[config.mk]
export PLATFORM = sky130hd
export DESIGN_NAME = usb_stall_ctl
export DESIGN_NICKNAME = d
export VERILOG_FILES = /design/src/rtl/usb_stall_pkg.sv /design/src/rtl/stall_bits.sv /design/src/rtl/iso_in_tracker.sv /design/src/rtl/resp_encoder.sv /design/src/rtl/usb_stall_ctl.sv
export SDC_FILE = /design/constraint.sdc
export NUM_CORES = 1
export LEC_CHECK = 0
export BUFFER_PORTS_ARGS = -buffer_cell sky130_fd_sc_hd__buf_4
export CAP_MARGIN = 20
export CORE_AREA = 2 2 39 41
export CTS_CLUSTER_DIAMETER = 150
export CTS_CLUSTER_SIZE = 20
export DETAILED_ROUTE_END_ITERATION = 6
export DIE_AREA = 0 0 41 43
export PLACE_DENSITY = 0.69
export RECOVER_POWER = 25
export SETUP_SLACK_MARGIN = 0.1
export SLEW_MARGIN = 5
export SYNTH_ARGS = -nofsm -noshare
export SYNTH_HDL_FRONTEND = slang
export SYNTH_SLANG_ARGS = --single-unit
[constraint.sdc]
create_clock -name clk -period 2 [get_ports clk]
set_clock_uncertainty 0.05 [all_clocks]
set_input_delay 0.2 -clock clk [delete_from_list [all_inputs] [get_ports clk]]
set_output_delay 0.2 -clock clk [all_outputs]
set_load 0.005 [all_outputs]
[src/rtl/usb_stall_pkg.sv]
package usb_stall_pkg;
    localparam int REG_W   = 8;
    localparam int EP_W    = 2;
    localparam int CODE_W  = 2;

    localparam int BIT_CTL  = 0;
    localparam int BIT_E1I  = 3;
    localparam int BIT_E2I  = 4;
    localparam int BIT_E2O  = 5;
    localparam int BIT_ISOI = 6;
    localparam int BIT_ISOO = 7;

    localparam logic [REG_W-1:0] WR_MASK = REG_W'(8'hF9);

    localparam logic [EP_W-1:0] EP_CTL = EP_W'(0);
    localparam logic [EP_W-1:0] EP_ONE = EP_W'(1);
    localparam logic [EP_W-1:0] EP_TWO = EP_W'(2);
    localparam logic [EP_W-1:0] EP_ISO = EP_W'(3);

    typedef enum logic [CODE_W-1:0] {
        RESP_NORMAL = 2'b00,
        RESP_STALL  = 2'b01,
        RESP_ZLP    = 2'b10,
        RESP_SILENT = 2'b11
    } resp_e;
endpackage

[src/rtl/stall_bits.sv]
module stall_bits
    import usb_stall_pkg::*;
(
    input  logic             clk,
    input  logic             rst_n,
    input  logic             wr_en,
    input  logic [REG_W-1:0] wdata,
    input  logic             setup_cmd_rx,
    input  logic             setup_pending,
    output logic [REG_W-1:0] stall_q
);
    logic [REG_W-1:0] stall_d;

    always_comb begin
        stall_d = stall_q;
        if (wr_en) begin
            stall_d = wdata & WR_MASK;
            // a pending setup blocks only the write of a one
            if (setup_pending && wdata[BIT_CTL])
                stall_d[BIT_CTL] = stall_q[BIT_CTL];
        end
        // hardware clear beats any CPU write
        if (setup_cmd_rx)
            stall_d[BIT_CTL] = 1'b0;
    end

    always_ff @(posedge clk or negedge rst_n) begin
        if (!rst_n) stall_q <= '0;
        else        stall_q <= stall_d;
    end

    p_setup_clear_r11: assert property (@(posedge clk) disable iff (!rst_n)
        setup_cmd_rx |=> !stall_q[BIT_CTL]);

    p_pending_block_r12: assert property (@(posedge clk) disable iff (!rst_n)
        (wr_en && setup_pending && !stall_q[BIT_CTL]) |=> !stall_q[BIT_CTL]);

    p_bulk_write_r2: assert property (@(posedge clk) disable iff (!rst_n)
        wr_en |=> stall_q[REG_W-1:BIT_E1I] == $past(wdata[REG_W-1:BIT_E1I]));
endmodule

[src/rtl/iso_in_tracker.sv]
module iso_in_tracker (
    input  logic clk,
    input  logic rst_n,
    input  logic stall_en,
    input  logic in_tok,
    output logic muted
);
    typedef enum logic [1:0] {
        ISO_OFF   = 2'b00,
        ISO_ARMED = 2'b01,
        ISO_MUTED = 2'b10
    } iso_state_e;

    iso_state_e state, state_nx;

    always_ff @(posedge clk or negedge rst_n) begin
        if (!rst_n) state <= ISO_OFF;
        else        state <= state_nx;
    end

    always_comb begin
        state_nx = state;
        unique case (state)
            ISO_OFF: begin
                if (stall_en && in_tok) state_nx = ISO_MUTED;
                else if (stall_en)      state_nx = ISO_ARMED;
            end
            ISO_ARMED: begin
                if (!stall_en)   state_nx = ISO_OFF;
                else if (in_tok) state_nx = ISO_MUTED;
            end
            ISO_MUTED: begin
                if (!stall_en) state_nx = ISO_OFF;
            end
            default: state_nx = ISO_OFF;
        endcase
    end

    always_comb muted = (state == ISO_MUTED);

    p_disarm_r9: assert property (@(posedge clk) disable iff (!rst_n)
        !stall_en |=> state == ISO_OFF);

    p_fire_r8: assert property (@(posedge clk) disable iff (!rst_n)
        (stall_en && in_tok) |=> state == ISO_MUTED);
endmodule

[src/rtl/resp_encoder.sv]
module resp_encoder
    import usb_stall_pkg::*;
(
    input  logic [REG_W-1:0] stall_q,
    input  logic [EP_W-1:0]  tok_ep,
    input  logic             tok_in,
    input  logic             iso_muted,
    output resp_e            code
);
    always_comb begin
        code = RESP_NORMAL;
        unique case (tok_ep)
            EP_CTL: if (stall_q[BIT_CTL]) code = RESP_STALL;
            EP_ONE: if (tok_in && stall_q[BIT_E1I]) code = RESP_STALL;
            EP_TWO: begin
                if (tok_in ? stall_q[BIT_E2I] : stall_q[BIT_E2O]) code = RESP_STALL;
            end
            EP_ISO: begin
                if (tok_in) begin
                    if (stall_q[BIT_ISOI]) code = iso_muted ? RESP_SILENT : RESP_ZLP;
                end else if (stall_q[BIT_ISOO]) begin
                    code = RESP_SILENT;
                end
            end
            default: code = RESP_NORMAL;
        endcase
    end
endmodule

[src/rtl/usb_stall_ctl.sv]
module usb_stall_ctl
    import usb_stall_pkg::*;
(
    input  logic              clk,
    input  logic              rst_n,
    input  logic              cpu_wr_en,
    input  logic [REG_W-1:0]  cpu_wdata,
    output logic [REG_W-1:0]  cpu_rdata,
    input  logic              setup_cmd_rx,
    input  logic              setup_pending,
    input  logic              tok_valid,
    input  logic [EP_W-1:0]   tok_ep,
    input  logic              tok_in,
    output logic              resp_valid,
    output logic [CODE_W-1:0] resp_code
);
    logic [REG_W-1:0] stall_q;
    logic             iso_muted;
    resp_e            code_c;

    stall_bits u_bits (
        .clk(clk), .rst_n(rst_n), .wr_en(cpu_wr_en), .wdata(cpu_wdata),
        .setup_cmd_rx(setup_cmd_rx), .setup_pending(setup_pending),
        .stall_q(stall_q)
    );

    iso_in_tracker u_iso (
        .clk(clk), .rst_n(rst_n), .stall_en(stall_q[BIT_ISOI]),
        .in_tok(tok_valid && tok_in && (tok_ep == EP_ISO)),
        .muted(iso_muted)
    );

    resp_encoder u_enc (
        .stall_q(stall_q), .tok_ep(tok_ep), .tok_in(tok_in),
        .iso_muted(iso_muted), .code(code_c)
    );

    always_ff @(posedge clk or negedge rst_n) begin
        if (!rst_n) begin
            resp_valid <= 1'b0;
            resp_code  <= RESP_NORMAL;
        end else begin
            resp_valid <= tok_valid;
            resp_code  <= tok_valid ? code_c : RESP_NORMAL;
        end
    end

    assign cpu_rdata = stall_q;

    p_resp_follows_r6: assert property (@(posedge clk) disable iff (!rst_n)
        tok_valid |=> resp_valid);

    p_resp_idle_r6: assert property (@(posedge clk) disable iff (!rst_n)
        !tok_valid |=> !resp_valid);

    p_iso_no_stall_r7: assert property (@(posedge clk) disable iff (!rst_n)
        (tok_valid && tok_ep == EP_ISO) |=> resp_code != RESP_STALL);

    p_ep2_out_stall_r4: assert property (@(posedge clk) disable iff (!rst_n)
        (tok_valid && tok_ep == EP_TWO && !tok_in && cpu_rdata[BIT_E2O]) |=> resp_code == RESP_STALL);
endmodule

==> metrics, run 1 <==
run status=complete, no violations; detail-routed net length per standard cell=11.80 µm; data required time at the worst endpoint=roughly 2.1 ns; RD Place Congestion=0.6548; end point of the critical path=resp_code[0]; CP endpoint kind=flip-flop; FF-to-FF setup slack=roughly 0.84 ns; Avg Cell Area, Syn=~12 µm²; signed area change from the synthesized netlist to the final layout=40.77%; Resize count post-CTS=0; net switching power=roughly 0.00011 W; number of clock sinks=11; drt initial violations=0; Leakage=~0.34 nW; leftover overflow at the end of global routing=0; remaining number of nets flagged by the antenna check after routing=0; arrival time reported for the critical path endpoint=between 1 and 1.5 ns; path type of the worst setup path=flip-flop to flip-flop; Setup Slack @ Placement=between 0.8 and 0.9 ns; post-CTS setup buffers=0; Reg power frac=0.521; chip height=approximately 43 µm; TritonCTS Buffers=3; die span in x=approximately 41 µm; final-report max-slew violation count=0; cell area after synthesis=a little under 500 µm²; launch instance of the worst min-delay path=setup_cmd_rx; final cell utilization of the core=0.4964; maximum clock frequency=roughly 860 MHz; Hold WC Path Type=input pin to flip-flop; final hold violation count=0; clock period minus worst slack=approximately 1.2 ns; number of DRC violations after detailed routing=0; slew at the pin closest to its max-slew limit=between 0.5 and 0.6 ns; post-placement cell count=77; largest driver fanout on the critical path=5; Finished Cell Area=just under 700 µm²; number of synthesized register bits=11; Total Neg Setup Slack=0 ns; launch point of the worst path=u_bits.stall_q[6]; standard cell core area=about 1400 µm²; number of max-cap violations=0; end of the worst register-to-register path=resp_code[0]; depth of the CTS H-tree=1; vias after detailed routing=394; design internal power=roughly 0.00037 W; Antenna Diode Count=0; Seq/Total Area, Yosys=0.5641; worst slew margin relative to its limit=0.6273; starting density of the core=0.3526; maximum number of pins on one net before global-route repair=12; number of buffer cells added on primary ports=23; mean number of vias per cell=4.805; number of cells in the finished layout apart from fillers=82; cell count of the worst reg-to-reg path=3; row cnt=14; number of buffers between clock root and the deepest sink=2; initial antenna violation count=0; drt first pass iters=1; Final Net Count=84; net switching share of the total power=0.2316; source-to-sink clock delay at the later pin of the worst-skew pair=between 0.2 and 0.3 ns; cell count after synthesis=41; distinct cell type count of the synthesized netlist=21; wire length of the first global-routing pass=between 1.5 and 2 mm; final critical-path setup slack=0.8395 ns; startpoint of the worst-slack reg-to-reg timing path=u_bits.stall_q[6]; post-detailed-placement cell area=658.1 µm²; clock-pin slew on the worst setup and hold paths=0.07 ns; setup violation total in the final timing report=0; cell with the biggest individual delay on the critical path=dfrtp_1; total of fill cells in the finished design=roughly 140; crit share post-route=0.5802; portion of total power attributed to the clock network=0.303; unrepaired setup endpoints after global routing=false; clock root cell=clkbuf_4; count of boundary I/O pins=28; largest stage delay on the critical path=between 0.4 and 0.5 ns; overall routed net length=about 970 µm; Yosys warning total=0; power per cell area=702.6 nW/µm²; fraction of final layout cells sized beyond drive strength 1=0.4394; Logic pwr share=0.176; largest vdd supply drop=~0.00037 V; chain of cells forming the critical path=mux2i_1, a211oi_1, o311a_1; clock tree from TritonCTS=yes; final HPWL from detailed placement=~770 µm; total routing usage reported by global routing=0.1354; vias in the first global route=389; type of origin of the critical path=flip-flop; die area=between 1500 and 2000 µm²
## cells in the mapped netlist
| library cell | number | area (µm²) |
|---|---|---|
| o311a_1 | 1 | 10.01 |
| or3_1 | 1 | 6.260 |
| mux2_2 | 5 | 56.30 |
| dfrtp_1 | 11 | 275.3 |
| conb_1 | 1 | 3.750 |
| nand4_1 | 1 | 6.260 |
| and2_1 | 1 | 6.260 |
| clkbuf_1 | 1 | 3.750 |
| nor3b_1 | 1 | 7.510 |
| nand2_1 | 2 | 7.510 |
| nor2b_1 | 1 | 6.260 |
| mux2i_1 | 2 | 20.02 |
| buf_4 | 3 | 22.52 |
| nor3_1 | 1 | 5.000 |
| and3b_1 | 1 | 8.760 |
| inv_1 | 1 | 3.750 |
| a211oi_1 | 1 | 7.510 |
| nand2b_1 | 2 | 12.51 |
| nor2_1 | 1 | 3.750 |
| o21ai_0 | 1 | 5.000 |
| a21oi_1 | 2 | 10.01 |
## power by group through the flow
stage | Sequential [W] | Combinational, W | Clock, W
after detailed placement | 0.000256 | 0.0000871 | 0
after CTS | 0.000252 | 0.0000890 | 0.000151
final | 0.000251 | 0.0000852 | 0.000146
after floorplan | 0.000255 | 0.0000364 | 0
after global placement | 0.000255 | 0.0000848 | 0
after global routing | 0.000254 | 0.0000961 | 0.000162
## cells by family (layout without fill, tap and decap cells)
group,after synthesis,in the layout,synth area share
AOI/OAI and AO/OA,5,5,0.06666
buffers and inverters,5,29,0.06152
DFF,11,11,0.5641
muxes,7,7,0.1564
other,1,2,0.007685
and+or+nand+nor,12,12,0.1436
## worst min path at each step
stage                             end  slack [ns]  cells after the start
floorplan                resp_code[0]       -0.15                      0
finish              u_bits.stall_q[0]        0.04                      2
global placement           resp_valid       -0.01                      1
CTS                        resp_valid        0.02                      1
global route        u_bits.stall_q[0]        0.04                      2
detailed placement         resp_valid       -0.01                      1
## critical path, delay by kind of cell (launching register included)
| kind | cells | cell delay [ns] |
|---|---|---|
| DFF | 1 | 0.41 |
| muxes | 1 | 0.21 |
| AOI/OAI and AO/OA | 2 | 0.38 |
## final cells by class
cell class,count,area [µm²],area share
tap,16,20.02,0.02914
multi-input combinational,26,186.4,0.2714
timing repair buffer,24,175.2,0.2550
clock buffer,4,26.28,0.03825
inverter,1,3.754,0.005464
sequential,11,275.3,0.4007
## cells in the final DEF (no fill, tap or decap), drive strengths merged
cell,count
inv,1
nor3,1
nand2b,2
and3b,1
nor2b,1
nand2,2
dfrtp,11
o311a,1
buf,21
and2,1
clkbuf,6
a211oi,1
nor3b,1
o21ai,1
mux2,5
nand4,1
conb,2
mux2i,2
or3,1
dlygate4sd3,1
a21oi,2
nor2,1
## routing by layer
| metal | up-vias | GRT usage | share of wire |
|---|---|---|---|
| met1 | 188 | 0.1541 | 0.39 |
| met2 | 14 | 0.2063 | 0.52 |
| met3 | 2 | 0.03141 | 0.070 |
| li1 | 190 | - | - |
| met5 | - | 0 | 0 |
| met4 | 0 | 0.1000 | 0.014 |
## repair_timing
item	in CTS	in global routing
endpoints found under the setup margin	0	0
hold buffers	1	0
hold endpoints to repair	11	0
## through the flow
| stage | hold WS, ns | power, W |
|---|---|---|
| after floorplan | -0.1456 | 0.0002913 |
| after global placement | -0.01108 | 0.0003403 |
| after detailed placement | -0.01112 | 0.0003431 |
| after CTS | 0.01739 | 0.0004921 |
| after global routing | 0.03951 | 0.0005119 |
| final | 0.04103 | 0.0004826 |
## sequential cells by signal (all words and copies together) (netlist names)
register,count
resp_code,2
u_iso.state,2
u_bits.stall_q,6
resp_valid,1
(Power assumes the default switching activity.)
==> run 2, diff against run 1 <==
--- a/config.mk
+++ b/config.mk
@@ -5,14 +5,15 @@
 export SDC_FILE = /design/constraint.sdc
 export NUM_CORES = 1
 export LEC_CHECK = 0
+export ABC_AREA = 1
 export BUFFER_PORTS_ARGS = -buffer_cell sky130_fd_sc_hd__buf_4
 export CAP_MARGIN = 20
-export CORE_AREA = 2 2 39 41
+export CORE_MARGIN = 2
+export CORE_UTILIZATION = 37
 export CTS_CLUSTER_DIAMETER = 150
 export CTS_CLUSTER_SIZE = 20
 export DETAILED_ROUTE_END_ITERATION = 6
-export DIE_AREA = 0 0 41 43
-export PLACE_DENSITY = 0.69
+export PLACE_DENSITY = 0.71
 export RECOVER_POWER = 25
 export SETUP_SLACK_MARGIN = 0.1
 export SLEW_MARGIN = 5
==> constraint.sdc (replaced) <==
create_clock -name clk -period 0.99 [get_ports clk]
set_clock_uncertainty 0.05 [all_clocks]
set_input_delay 0.099 -clock clk [delete_from_list [all_inputs] [get_ports clk]]
set_output_delay 0.099 -clock clk [all_outputs]
set_load 0.005 [all_outputs]
==> metrics, run 2 <==
run status=complete, no violations; mean number of vias per cell=4.521 (-5.9%); number of clock sinks=11 (unchanged); clock tree from TritonCTS=yes; portion of total power attributed to the clock network=0.285 (-0.018); unrepaired setup endpoints after global routing=true; path type of the worst setup path=flip-flop to flip-flop; number of synthesized flops with an enable pin=0 (unchanged); top post-synthesis cells by area=dfrtp_1 (53%), nand2_1 (13%), inv_1 (6.5%); source-to-sink clock delay at the later pin of the worst-skew pair=0.27 ns (about the same); remaining number of nets flagged by the antenna check after routing=0 (unchanged); drt initial violations=1 (+1); data required time at the worst endpoint=1.10 ns (-0.99 ns); Logic pwr share=0.228 (+0.052); Reg power frac=0.487 (-0.034); launch point of the worst path=u_bits.stall_q[7]; net switching share of the total power=0.2559 (+0.02421); arrival time reported for the critical path endpoint=1.09 ns (-0.16 ns); Antenna Diode Count=0 (unchanged); final HPWL from detailed placement=834.6 µm (+8.3%); FF-to-FF setup slack=0.005 ns (-0.83 ns); TritonCTS Buffers=3 (unchanged); fraction of registers with async set or reset after synthesis=1.000 (unchanged); largest driver fanout on the critical path=3 (-2); fraction of final layout cells sized beyond drive strength 1=0.3725 (-0.06684); most frequent cell after synthesis=nand2_1; register with the highest flop count=u_bits.stall_q; die area=1730 µm² (-1.9%); clock-pin slew on the worst setup and hold paths=0.07 ns (about the same); largest vdd supply drop=0.001011 V (+180%); worst slew margin relative to its limit=0.6272 (about the same); Hold WC Path Type=input pin to flip-flop; power per cell area=1205 nW/µm² (+72%); depth of the CTS H-tree=1 (unchanged); Leakage=0.4680 nW (+38%); setup violation total in the final timing report=0 (unchanged); leftover overflow at the end of global routing=0 (unchanged); net switching power=0.0002655 W (+140%); multiplexer fraction of the synthesized cell area=0 (-0.1564); wire length of the first global-routing pass=1.918 mm (+21%); slew at the pin closest to its max-slew limit=0.5592 ns (+0.00009292 ns); signed area change from the synthesized netlist to the final layout=64.59%; number of max-cap violations=0 (unchanged); largest family of logic cells by synthesized area=simple AND/OR/NAND/NOR gates; crit share post-route=0.9950 (+0.4148); drt first pass iters=2 (+1); most frequent cells after synthesis=nand2_1 (18), dfrtp_1 (11), inv_1 (9); vias in the first global route=501 (+29%); number of flip-flops under the largest register name=6 (unchanged); row cnt=13 (-1); cell area after synthesis=523.0 µm² (+7.2%); most used cells in the layout excluding fill and tap cells=nand2_1 (16), buf_4 (16), dfrtp_1 (11), buf_6 (9); post-layout power=0.001038 W (+110%); count of boundary I/O pins=28 (unchanged); number of DRC violations after detailed routing=0 (unchanged); cell count of the worst reg-to-reg path=6 (+3); chip height=41.60 µm (-3.3%); initial antenna violation count=0 (unchanged); clock root cell=clkbuf_4; end of the worst register-to-register path=resp_code[0]; total routing usage reported by global routing=0.1459 (+0.01050); maximum clock frequency=1015 MHz (+18%); Avg Cell Area, Syn=7.806 µm² (-34%); final-report max-slew violation count=0 (unchanged); type of origin of the critical path=flip-flop; standard cell core area=1318 µm² (-4.8%); fraction of the mapped netlist area in simple logic gates=0.2727 (+0.1291); compound-cell area share of the yosys netlist=0.06220 (-0.004466); Yosys warning total=0 (unchanged); distinct cell type count of the synthesized netlist=15 (-29%); Yosys top cell by area=dfrtp_1; largest registers=u_bits.stall_q: 6 flops, resp_code: 2 flops, u_iso.state: 2 flops; CP endpoint kind=flip-flop; adder and majority cell fraction of the synthesized area=0 (unchanged); cell count after synthesis=67 (+63%); RD Place Congestion=0.6832 (+4.3%); starting density of the core=0.3970 (+0.04434); XOR/XNOR share of the synthesized area=0 (unchanged); overall routed net length=1.183 mm (+22%); number of buffers between clock root and the deepest sink=2 (unchanged); maximum number of pins on one net before global-route repair=12 (unchanged); end point of the critical path=resp_code[0]; Seq/Total Area, Yosys=0.5263 (-0.03779); final critical-path setup slack=0.004953 ns (-0.8346 ns); vias after detailed routing=529 (+34%); final hold violation count=0 (unchanged); clock period minus worst slack=0.9850 ns (-0.1754 ns); detail-routed net length per standard cell=10.11 µm (-14%); die span in x=41.60 µm (+1.5%); design internal power=0.0007721 W (+110%); startpoint of the worst-slack reg-to-reg timing path=u_bits.stall_q[7]; Setup Slack @ Placement=0.04109 ns (-0.8091 ns); number of synthesized register bits=11 (unchanged); number of buffer cells added on primary ports=23 (unchanged); Final Net Count=120 (+43%); area share of the largest cell type after synthesis=0.5263 (-0.03779); worst hold stages=3 (+1); leading register cell type out of synthesis=dfrtp_1
## run 2: how the worst min path moves through the flow
stage                             from  slack (ns)                end
after floorplan                  rst_n       -0.25       resp_code[0]
after global placement           rst_n       -0.11     u_iso.state[1]
after detailed placement         rst_n       -0.11     u_iso.state[0]
after CTS                 cpu_wdata[5]       0.002  u_bits.stall_q[5]
after global routing      cpu_wdata[5]        0.06  u_bits.stall_q[5]
final                     cpu_wdata[5]        0.02  u_bits.stall_q[5]
## run 2: cells by family after synthesis
kind of cell / count (synthesis)
compound gates: 6
buf+inv: 15
flops: 11
other cells: 1
simple gates: 34
## run 2: final cells by class
class                      count  area, µm²
clock buffer                   3      22.52
clock inverter                 1      5.005
fill                         121      456.7
inverter                      11      41.29
multi-input combinational     42      192.7
sequential                    11      275.3
tap                           15      18.77
timing repair buffer          34      305.3
## run 2: power groups by stage
stage                     Sequential, W  Combinational, W  Clock, W
final                          0.000506          0.000236  0.000296
after global routing           0.000509          0.000265  0.000337
after CTS                      0.000504          0.000230  0.000307
after detailed placement       0.000508          0.000181         0
after global placement         0.000507          0.000177         0
after floorplan                0.000508         0.0000823         0
## run 2: layer usage
layer,vias to the layer above,share of wire,GRT usage
met5,-,0,0
met4,0,0.014,0.03871
li1,269,-,-
met3,3,0.069,0.05217
met1,239,0.37,0.1575
met2,18,0.55,0.2656
## run 2: per-stage QoR
stage | area [µm²] | hold WS (ns) | setup TNS (ns) | instances | utilization
after CTS | 842.1 | 0.001674 | 0 | 116 | 0.6391
after floorplan | 526.8 | -0.2466 | 0 | 68 | -
after detailed placement | 690.7 | -0.1127 | 0 | 102 | 0.5242
after global placement | 690.7 | -0.1113 | 0 | 102 | 0.5242
after global routing | 860.8 | 0.05520 | -0.1075 | 117 | 0.6534
final | 860.8 | 0.01821 | 0 | 117 | 0.6534
## run 2: repair_timing
item | 4_1_cts | 5_1_grt
hold buffers | 8 | 0
buffers inserted | 2 | 1
endpoints found under the hold margin | 18 | 0
pin swaps | 4 | 3
setup endpoints to repair | 12 | 12
gates resized for setup | 10 | 4
## run 2: critical path: stages, from the launching register on
cell and delay (ns):
dfrtp_1 0.42, nand2_2 0.10, nand2_2 0.05, nand2_2 0.06
nor2_1 0.04, nor2_1 0.11, nor2_1 0.05
==> run 3, diff against run 2 <==
--- a/config.mk
+++ b/config.mk
@@ -15,7 +15,7 @@
 export DETAILED_ROUTE_END_ITERATION = 6
 export PLACE_DENSITY = 0.71
 export RECOVER_POWER = 25
-export SETUP_SLACK_MARGIN = 0.1
+export SETUP_SLACK_MARGIN = 0.3
 export SLEW_MARGIN = 5
 export SYNTH_ARGS = -nofsm -noshare
 export SYNTH_HDL_FRONTEND = slang
==> metrics, run 3 (synthesis results as in run 2) <==
hold worst-path end=u_bits.stall_q[0]; clock-pin slew on the worst setup and hold paths=0.07 ns (about the same); net switching share of the total power=0.2709 (+0.01503); setup violation total in the final timing report=0 (unchanged); crit-path leading delay family=flip-flops; source-to-sink clock delay at the later pin of the worst-skew pair=0.28 ns (about the same); overall routed net length=1.112 mm (-6.0%); commonest non-fill, non-tap cell in the layout=nand2_1; Finished Cell Area=814.5 µm² (-5.4%); most used cells in the layout excluding fill and tap cells=nand2_1 (16), buf_4 (14), buf_6 (11), dfrtp_1 (11), nor2_1 (7); worst slew margin relative to its limit=0.6107 (-0.01651); path type of the worst setup path=flip-flop to primary output; Leakage=0.4475 nW (-4.4%); standard cell core area=1318 µm² (unchanged); post-detailed-placement cell area=690.7 µm² (unchanged); signed area change from the synthesized netlist to the final layout=55.74%; crit share post-route=0.9987 (+0.003714); number of buffer cells added on primary ports=23 (unchanged); portion of total power attributed to the clock network=0.297 (+0.012); clock root cell=clkbuf_4; Logic pwr share=0.220 (-0.008); number of buffers between clock root and the deepest sink=2 (unchanged); power per cell area=1289 nW/µm² (+6.9%); count of boundary I/O pins=28 (unchanged); design internal power=0.0007653 W (-0.89%); drt first pass iters=1 (-1); violations in the final reports=hold timing; remaining number of nets flagged by the antenna check after routing=0 (unchanged); maximum number of pins on one net before global-route repair=12 (unchanged); final-report max-slew violation count=0 (unchanged); clock tree from TritonCTS=yes; maximum clock frequency=1011 MHz (-0.37%); number of clock sinks=11 (unchanged); FF-to-FF setup slack=0.03 ns (+0.03 ns); vias after detailed routing=495 (-6.4%); largest vdd supply drop=0.0009193 V (-9.1%); die span in x=41.60 µm (unchanged); number of DRC violations after detailed routing=0 (unchanged); largest registers=u_bits.stall_q: 6 flops, resp_code: 2 flops, u_iso.state: 2 flops; leftover overflow at the end of global routing=0 (unchanged); chip height=41.60 µm (unchanged); net switching power=0.0002843 W (+7.1%); type of origin of the critical path=flip-flop; total of fill cells in the finished design=125 (+3.3%); final hold violation count=7 (+7); row cnt=13 (unchanged); number of buffers inserted by hold repair at cts=2 (-6); wire length of the first global-routing pass=1.787 mm (-6.8%); Reg power frac=0.483 (-0.004); largest driver fanout on the critical path=3 (unchanged); total routing usage reported by global routing=0.1449 (-0.0009116); cell count of the worst reg-to-reg path=6 (unchanged); RD Place Congestion=0.7064 (+3.4%); largest stage delay on the critical path=0.43 ns (about the same); starting density of the core=0.3970 (unchanged); fraction of final layout cells sized beyond drive strength 1=0.4271 (+0.05453); run status=finished with violations; chain of cells forming the critical path=buf_6; data required time at the worst endpoint=0.84 ns (-0.26 ns); post-placement cell count=102 (unchanged); initial antenna violation count=0 (unchanged); end of the worst register-to-register path=resp_code[0]; vias in the first global route=436 (-13%); cell with the biggest individual delay on the critical path=dfrtp_1; number of cells in the finished layout apart from fillers=111 (-5.1%); drt initial violations=0 (-1); detail-routed net length per standard cell=10.02 µm (-0.92%); launch instance of the worst min-delay path=setup_cmd_rx; Antenna Diode Count=0 (unchanged); TritonCTS Buffers=3 (unchanged); mean number of vias per cell=4.459 (-1.4%); clock period minus worst slack=0.9887 ns (+0.003677 ns); Hold WC Path Type=input pin to flip-flop; buffer and inverter count on the worst path=1 (+1); number of flip-flops under the largest register name=6 (unchanged); CP endpoint kind=primary output; slew at the pin closest to its max-slew limit=0.5839 ns (+0.02477 ns); worst hold stages=2 (-1); startpoint of the worst-slack reg-to-reg timing path=u_bits.stall_q[7]; depth of the CTS H-tree=1 (unchanged); final HPWL from detailed placement=806.7 µm (-3.3%); register with the highest flop count=u_bits.stall_q; die area=1730 µm² (unchanged); Final Net Count=114 (-5.0%); unrepaired setup endpoints after global routing=true; number of max-cap violations=0 (unchanged); arrival time reported for the critical path endpoint=0.84 ns (-0.25 ns); Worst Hold Slack=-0.07423 ns (-0.09244 ns)
==> run 3: area by class of cell <==
| class | count | area, µm² | area share |
|---|---|---|---|
| timing repair buffer | 28 | 252.7 | 0.3103 |
| multi-input combinational | 42 | 198.9 | 0.2442 |
| inverter | 11 | 41.29 | 0.05069 |
| sequential | 11 | 275.3 | 0.3379 |
| clock buffer | 3 | 22.52 | 0.02765 |
| clock inverter | 1 | 5.005 | 0.006144 |
| tap | 15 | 18.77 | 0.02304 |
==> run 3: worst max-delay path by stage <==
stage / slack [ns] / start / end / cells past startpoint
2_1_floorplan: 0.11 / u_bits.stall_q[4] / resp_code[0] / 6
3_3_place_gp: 0.07 / u_bits.stall_q[4] / resp_code[0] / 6
3_5_place_dp: 0.06 / u_bits.stall_q[3] / resp_code[0] / 6
4_1_cts: 0.007 / u_bits.stall_q[3] / cpu_rdata[3] / 1
5_1_grt: -0.05 / u_bits.stall_q[7] / resp_code[0] / 6
6_report: 0.001 / u_bits.stall_q[7] / cpu_rdata[7] / 1
==> run 3: repair_timing <==
action | 4_1_cts | 5_1_grt
pin swaps | 3 | 6
hold endpoints to repair | 19 | 6
gates resized for setup | 14 | 9
buffers inserted | 2 | 1
endpoints found under the setup margin | 18 | 20
==> run 3: layer usage <==
| layer | GRT usage | up-vias | part of all wire |
|---|---|---|---|
| li1 | - | 256 | - |
| met4 | 0.1161 | 0 | 0.031 |
| met2 | 0.2281 | 18 | 0.48 |
| met5 | 0 | - | 0 |
| met3 | 0.06522 | 5 | 0.076 |
| met1 | 0.1464 | 216 | 0.41 |
==> run 3: power groups by stage <==
stage | Sequential, W | Combinational [W] | Clock [W]
3_3_place_gp | 0.000507 | 0.000177 | 0
3_5_place_dp | 0.000509 | 0.000181 | 0
4_1_cts | 0.000506 | 0.000217 | 0.000322
5_1_grt | 0.000509 | 0.000257 | 0.000349
6_report | 0.000507 | 0.000231 | 0.000312
2_1_floorplan | 0.000508 | 0.0000827 | 0
==> run 3: metrics by stage <==
stage / total power, W / hold slack, ns / util / setup WS [ns] / TNS (ns)
after floorplan: 0.0005902 / -0.2466 / - / 0.1139 / 0
after global placement: 0.0006841 / -0.1122 / 0.5242 / 0.06783 / 0
after detailed placement: 0.0006900 / -0.1108 / 0.5242 / 0.05677 / 0
after CTS: 0.001045 / -0.08244 / 0.6021 / 0.007344 / 0
after global routing: 0.001115 / -0.08215 / 0.6182 / -0.04514 / -0.1176
final: 0.001050 / -0.07423 / 0.6182 / 0.001276 / 0
